File: src/rtl/burst_seq_pkg.sv
package burst_seq_pkg;

  typedef enum logic {
    ORDER_LINEAR     = 1'b0,
    ORDER_INTERLEAVE = 1'b1
  } order_e;

endpackage

File: src/rtl/burst_seq_start_reg.sv
module burst_seq_start_reg #(
  parameter int ADDR_W = 20
) (
  input  logic              clk,
  input  logic              rst_n,
  input  logic              capture,
  input  logic [ADDR_W-1:0] addr_in,
  input  logic              wr_in,
  output logic [ADDR_W-1:0] base_q,
  output logic              wr_q
);

  logic [ADDR_W-1:0] base_d;
  logic              wr_d;

  always_comb begin
    base_d = base_q;
    wr_d   = wr_q;
    if (capture) begin
      base_d = addr_in;
      wr_d   = wr_in;
    end
  end

  always_ff @(posedge clk or negedge rst_n) begin
    if (!rst_n) begin
      base_q <= '0;
      wr_q   <= 1'b0;
    end else begin
      base_q <= base_d;
      wr_q   <= wr_d;
    end
  end

endmodule

File: src/rtl/burst_seq_beat_ctr.sv
module burst_seq_beat_ctr #(
  parameter int BEAT_W = 2
) (
  input  logic              clk,
  input  logic              rst_n,
  input  logic              clear,
  input  logic              step,
  output logic [BEAT_W-1:0] beat_q
);

  logic [BEAT_W-1:0] beat_d;

  always_comb begin
    beat_d = beat_q;
    if (clear) begin
      beat_d = '0;
    end else if (step) begin
      beat_d = beat_q + 1'b1;
    end
  end

  always_ff @(posedge clk or negedge rst_n) begin
    if (!rst_n) begin
      beat_q <= '0;
    end else begin
      beat_q <= beat_d;
    end
  end

endmodule

File: src/rtl/burst_seq_low_map.sv
module burst_seq_low_map
  import burst_seq_pkg::*;
#(
  parameter int BEAT_W = 2
) (
  input  order_e            order,
  input  logic [BEAT_W-1:0] start_low,
  input  logic [BEAT_W-1:0] beat,
  output logic [BEAT_W-1:0] low
);

  logic [BEAT_W-1:0] lin_low;
  logic [BEAT_W-1:0] xor_low;

  assign lin_low = start_low + beat;

  for (genvar b = 0; b < BEAT_W; b++) begin : g_xor_bit
    assign xor_low[b] = start_low[b] ^ beat[b];
  end

  always_comb begin
    if (order == ORDER_INTERLEAVE) begin
      low = xor_low;
    end else begin
      low = lin_low;
    end
  end

endmodule

File: src/rtl/burst_seq_top.sv
module burst_seq_top
  import burst_seq_pkg::*;
#(
  parameter int ADDR_W    = 20,
  parameter int BURST_LEN = 4
) (
  input  logic                         clk,
  input  logic                         rst_n,
  input  logic                         hold_i,
  input  logic                         adv_i,
  input  logic                         sel_i,
  input  logic                         we_i,
  input  logic                         mode_i,
  input  logic [ADDR_W-1:0]            addr_i,
  output logic [ADDR_W-1:0]            addr_o,
  output logic                         wr_o,
  output logic [$clog2(BURST_LEN)-1:0] beat_o
);

  localparam int BEAT_W = $clog2(BURST_LEN);

  logic              load_en;
  logic              step_en;
  logic [ADDR_W-1:0] base_q;
  logic [BEAT_W-1:0] beat_q;
  logic [BEAT_W-1:0] low_bits;
  order_e            order;

  assign load_en = !hold_i && !adv_i && sel_i;
  assign step_en = !hold_i && adv_i;
  assign order   = order_e'(mode_i);

  burst_seq_start_reg #(.ADDR_W(ADDR_W)) start_i (
    .clk     (clk),
    .rst_n   (rst_n),
    .capture (load_en),
    .addr_in (addr_i),
    .wr_in   (we_i),
    .base_q  (base_q),
    .wr_q    (wr_o)
  );

  burst_seq_beat_ctr #(.BEAT_W(BEAT_W)) beat_i (
    .clk    (clk),
    .rst_n  (rst_n),
    .clear  (load_en),
    .step   (step_en),
    .beat_q (beat_q)
  );

  burst_seq_low_map #(.BEAT_W(BEAT_W)) map_i (
    .order     (order),
    .start_low (base_q[BEAT_W-1:0]),
    .beat      (beat_q),
    .low       (low_bits)
  );

  assign beat_o = beat_q;
  assign addr_o = {base_q[ADDR_W-1:BEAT_W], low_bits};

  // a load restarts the burst at the supplied address and direction
  a_r2_load_start: assert property (@(posedge clk) disable iff (!rst_n)
    (!hold_i && !adv_i && sel_i) |=>
      (beat_o == '0) && (addr_o == $past(addr_i)) && (wr_o == $past(we_i)));

  // an advance steps the beat by one whatever sel_i is
  a_r3_step_mod: assert property (@(posedge clk) disable iff (!rst_n)
    (!hold_i && adv_i) |=> beat_o == BEAT_W'($past(beat_o) + 1'b1));

  a_r8_step_unselected: assert property (@(posedge clk) disable iff (!rst_n)
    (!hold_i && adv_i && !sel_i) |=> beat_o != $past(beat_o));

  // upper address bits fixed while stepping
  a_r6_upper_fixed: assert property (@(posedge clk) disable iff (!rst_n)
    (!hold_i && adv_i) |=> addr_o[ADDR_W-1:BEAT_W] == $past(addr_o[ADDR_W-1:BEAT_W]));

  // direction fixed while stepping
  a_r7_dir_fixed: assert property (@(posedge clk) disable iff (!rst_n)
    (!hold_i && adv_i) |=> $stable(wr_o));

  // hold freezes all state
  a_r9_hold_freeze: assert property (@(posedge clk) disable iff (!rst_n)
    hold_i |=> $stable(beat_o) && $stable(wr_o) &&
               $stable(addr_o[ADDR_W-1:BEAT_W]));

  // an unselected load captures nothing
  a_r10_unsel_load: assert property (@(posedge clk) disable iff (!rst_n)
    (!hold_i && !adv_i && !sel_i) |=> $stable(beat_o) && $stable(wr_o) &&
                                      $stable(addr_o[ADDR_W-1:BEAT_W]));

  // reset state
  always_comb begin
    if (!rst_n) begin
      a_r1_reset_state: assert (beat_q == '0 && base_q == '0);
    end
  end

endmodule

File: config.mk
export PLATFORM = sky130hd
export DESIGN_NAME = burst_seq_top
export DESIGN_NICKNAME = d
export VERILOG_FILES = /design/src/rtl/burst_seq_pkg.sv /design/src/rtl/burst_seq_start_reg.sv /design/src/rtl/burst_seq_beat_ctr.sv /design/src/rtl/burst_seq_low_map.sv /design/src/rtl/burst_seq_top.sv
export SDC_FILE = /design/constraint.sdc
export NUM_CORES = 1
export LEC_CHECK = 0
export BUFFER_PORTS_ARGS = -buffer_cell sky130_fd_sc_hd__buf_2
export CAP_MARGIN = 10
export CELL_PAD_IN_SITES_DETAIL_PLACEMENT = 1
export CELL_PAD_IN_SITES_GLOBAL_PLACEMENT = 2
export CORE_AREA = 10 10 71 73
export CTS_CLUSTER_SIZE = 28
export DETAILED_ROUTE_END_ITERATION = 6
export DIE_AREA = 0 0 81 83
export PLACE_DENSITY_LB_ADDON = 0.1
export SYNTH_ARGS = -nofsm -noshare
export SYNTH_HDL_FRONTEND = slang
export SYNTH_HIERARCHICAL = 1
export SYNTH_SLANG_ARGS = --single-unit
File: constraint.sdc
create_clock -name clk -period 1.1 [get_ports clk]
set_clock_uncertainty 0.1 [all_clocks]
set_input_delay 0.055 -clock clk [delete_from_list [all_inputs] [get_ports clk]]
set_output_delay 0.055 -clock clk [all_outputs]
set_load 0.005 [all_outputs]
==> key figures <==
Outcome
  – Status: complete, but fails checks
  – Violations in the final reports: setup timing

Pwr
  – Total power draw: 2.606 mW
  – Share of power burned in combinational logic: 0.361
  – Switching portion of total power: 0.2650
  – Areal power density over the cells: 1590 nW/µm²
  – Static leakage: 0.8010 nW
  – Cell-internal power: 1.915 mW
  – Part of the power in registers: 0.441
  – Power spent charging and discharging nets: 0.6906 mW
  – Clock Power Share: 0.197
  – IR Drop Worst-Case VDD: 0.6581 mV

Critical path
  – Worst setup path endpoint: addr_o[1]
  – Logic depth of the worst setup path including buffers: 4
  – Crit Path Max Fanout: 2
  – Delay contributed by the slowest stage of the critical path: 0.42 ns
  – Startpoint of the lowest-slack register-to-register path: beat_i/beat_q[0]$_DFFE_PN0P_
  – Kind of cell with the highest combined delay on the critical path: flip-flops
  – Minimum setup slack among reg-to-reg paths: -0.04 ns
  – Worst path slowest cell: dfrtp_1
  – Crit path cell chain: ha_4 > nor2b_4 > xnor2_1 > buf_2
  – Reg-to-reg critical path endpoint: beat_i/beat_q[1]$_DFFE_PN0P_
  – Critical Path Source Type: flop
  – Crit. End Element: output pin
  – Signal arrival time at the worst endpoint: 1.22 ns
  – Path type of the worst setup path: reg2out
  – Critical path buffer and inverter count: 1
  – Critical Path Source: beat_i/beat_q[0]$_DFFE_PN0P_
  – Data required time of the critical path: 0.94 ns
  – Number of cells on the worst reg-to-reg path: 4

Global routing
  – Global route overflow: 0
  – Pin count of the biggest net entering global routing: 24
  – Global-route wire length before repair: 4.429 mm
  – Antenna violations before repair: 0
  – Number of global-route vias before repair: 889
  – Global-route total usage across every layer: 0.08196

Finish
  – Layout cell share with drive strength beyond 1: 0.6194
  – Layout-stage area growth over the synthesis result: 63.34%
  – Diode count: 0
  – Core utilization of the finished layout: 0.4511
  – Final non-filler cell area: 1639 µm²
  – Final net count: 163
  – Leading cell type in the layout, fill and taps excluded: buf_2
  – Highest-count cells in the layout ignoring fill and taps: buf_2 (48), dfrtp_1 (23), dlygate4sd3_1 (22)

STA
  – Post-layout minimum cycle time: 1.373 ns
  – TNS Setup: -0.5315 ns
  – Crit share post-route: 1.248
  – Count of pins over their slew limit: 0
  – Worst Tran Pin Value: 0.5042 ns
  – Final hold vios: 0
  – Maximum clock frequency: 0.7285 GHz
  – Unrepaired setup endpoints after global routing: true
  – Final setup violation count: 4
  – Worst Slack Setup Final: -0.2726 ns
  – Relative slew slack: 0.6639

Routing
  – Ratio of routed vias to standard cells: 4.132
  – Count of routing violations after the opening detailed-route iteration: 12
  – Sum of routed wire length over all layers: 2.599 mm
  – DRC violations left: 0
  – Detailed Routing Iterations Pass 1: 2
  – Final routed wire length divided by cell count: 14.28 µm
  – Antenna viol nets, final: 0
  – Count of vias placed by the detailed router: 752

Logic synthesis
  – Synthesis Warnings: 6
  – Cell type with the largest total area after synthesis: dfrtp_1
  – Netlist Area Pre-Place: 1003 µm²
  – Number of instances in the synthesized netlist: 57
  – Number of distinct library cell variants in the gate-level netlist after synthesis: 12
  – Synthesized area divided by synthesized cell count: 17.60 µm²
  – Sequential area share after synthesis: 0.5736
  – Yosys reg bits: 23
  – Area share of the leading cell type in the synthesized netlist: 0.5736
  – Cell types with the largest area share after synthesis: dfrtp_1 (57%), mux2_4 (30%), xnor2_1 (2.6%), buf_6 (2.2%), ha_1 (1.2%)
  – Synthesized net count: 85

Floorplanning
  – Rows: 22
  – Starting utilization of the core area: 0.2762
  – I/O Pins: 50
  – Height of the die: 83 µm
  – Placeable core region: 3633 µm²
  – Die ar.: 6723 µm²
  – Die extent in x: 81 µm

Placement
  – DPL Wire Length: 1.859 mm
  – Number of port buffers: 49
  – Routability-driven placement congestion ratio: 0.6515
  – Dpl cell area: 1328 µm²

Clocking
  – Number of buffers inserted during clock tree synthesis: 3
  – TritonCTS clock tree: built
  – Number of sinks handled by clock tree synthesis: 23
  – Number of levels in the clock H-tree: 1
  – Maximum clock insertion buffer count: 2
  – Clock-pin transition on the worst setup and hold timing paths: 0.08 ns
  – Clock insertion delay at the later pin of the skew report: 0.26 ns
  – Clock root buffer: clkbuf_8

Min path
  – Path type of the worst min-delay path: in2reg

Flow run
  – Max_cap viols: 0
-- cells in the mapped netlist --
cell type	count
nor2b_1	2
a21oi_2	1
mux2_4	20
xnor2_1	3
mux2_2	1
nor3b_2	1
nand3b_1	1
dfrtp_1	23
a21bo_1	1
buf_6	2
nor2_1	1
ha_1	1
-- worst reg2reg max path, stage by stage (launching register included) --
cell and delay, ns:
dfrtp_1 0.42, buf_4 0.15, buf_6 0.11, a21bo_1 0.17
a21oi_2 0.11
-- state kept, by name, indices dropped and copies added, names as in the netlist --
register	count
beat_i/beat_q	2
start_i/base_q	20
start_i/wr_q	1
-- layer usage --
| metal | global-route usage | part of all wire |
|---|---|---|
| met1 | 0.08638 | 0.39 |
| met4 | 0.01878 | 0.0062 |
| met2 | 0.1347 | 0.50 |
| met3 | 0.04957 | 0.11 |
| met5 | 0 | 0 |
-- power by group through the flow --
stage          registers (mW)  clock network, mW  logic, mW
2_1_floorplan            1.17                  0      0.386
3_3_place_gp             1.15                  0      0.785
3_5_place_dp             1.16                  0      0.788
4_1_cts                  1.14              0.551      0.853
5_1_grt                  1.18              0.596       1.05
6_report                 1.15              0.514      0.942
-- cells by family after synthesis --
kind of cell,share of synthesized area
xor+xnor,0.02619
fa+ha+maj,0.01247
buf+inv,0.02244
flops,0.5736
compound gates,0.01871
mux,0.3105
simple gates,0.03615
-- metrics by stage --
stage	cells	hold slack, ns	setup slack, ns
2_1_floorplan	57	-0.3406	0.02483
3_3_place_gp	155	-0.02975	-0.1046
3_5_place_dp	155	-0.03586	-0.1147
4_1_cts	181	0.07322	-0.2933
5_1_grt	182	0.1404	-0.3868
6_report	182	0.1008	-0.2726
-- what timing repair did --
action                                  CTS  global route
hold buffers                             22             0
gates cloned                              0             0
pin swaps                                 0             3
gates resized for setup                   0             7
endpoints found under the hold margin    44             0
setup buffers                             0             1
endpoints found under the setup margin    3             3
-- worst min path at each step --
| stage | from | end | cells past startpoint |
|---|---|---|---|
| 2_1_floorplan | rst_n | beat_i/beat_q[0]$_DFFE_PN0P_ | 0 |
| 5_1_grt | hold_i | beat_i/beat_q[0]$_DFFE_PN0P_ | 4 |
| 4_1_cts | hold_i | beat_i/beat_q[1]$_DFFE_PN0P_ | 4 |
| 6_report | hold_i | beat_i/beat_q[1]$_DFFE_PN0P_ | 4 |
| 3_5_place_dp | rst_n | start_i/base_q[11]$_DFFE_PN0P_ | 1 |
| 3_3_place_gp | rst_n | start_i/base_q[11]$_DFFE_PN0P_ | 1 |
-- final cells by class --
class                           count  area (µm²)
Clock inverter                      1       5.005
Clock buffer                        3       41.29
Multi-Input combinational cell     32       439.2
Tap cell                           48       60.06
Timing Repair Buffer               75       518.0
Sequential cell                    23       575.6
Fill cell                         399        1994
(Power assumes the default switching activity.)
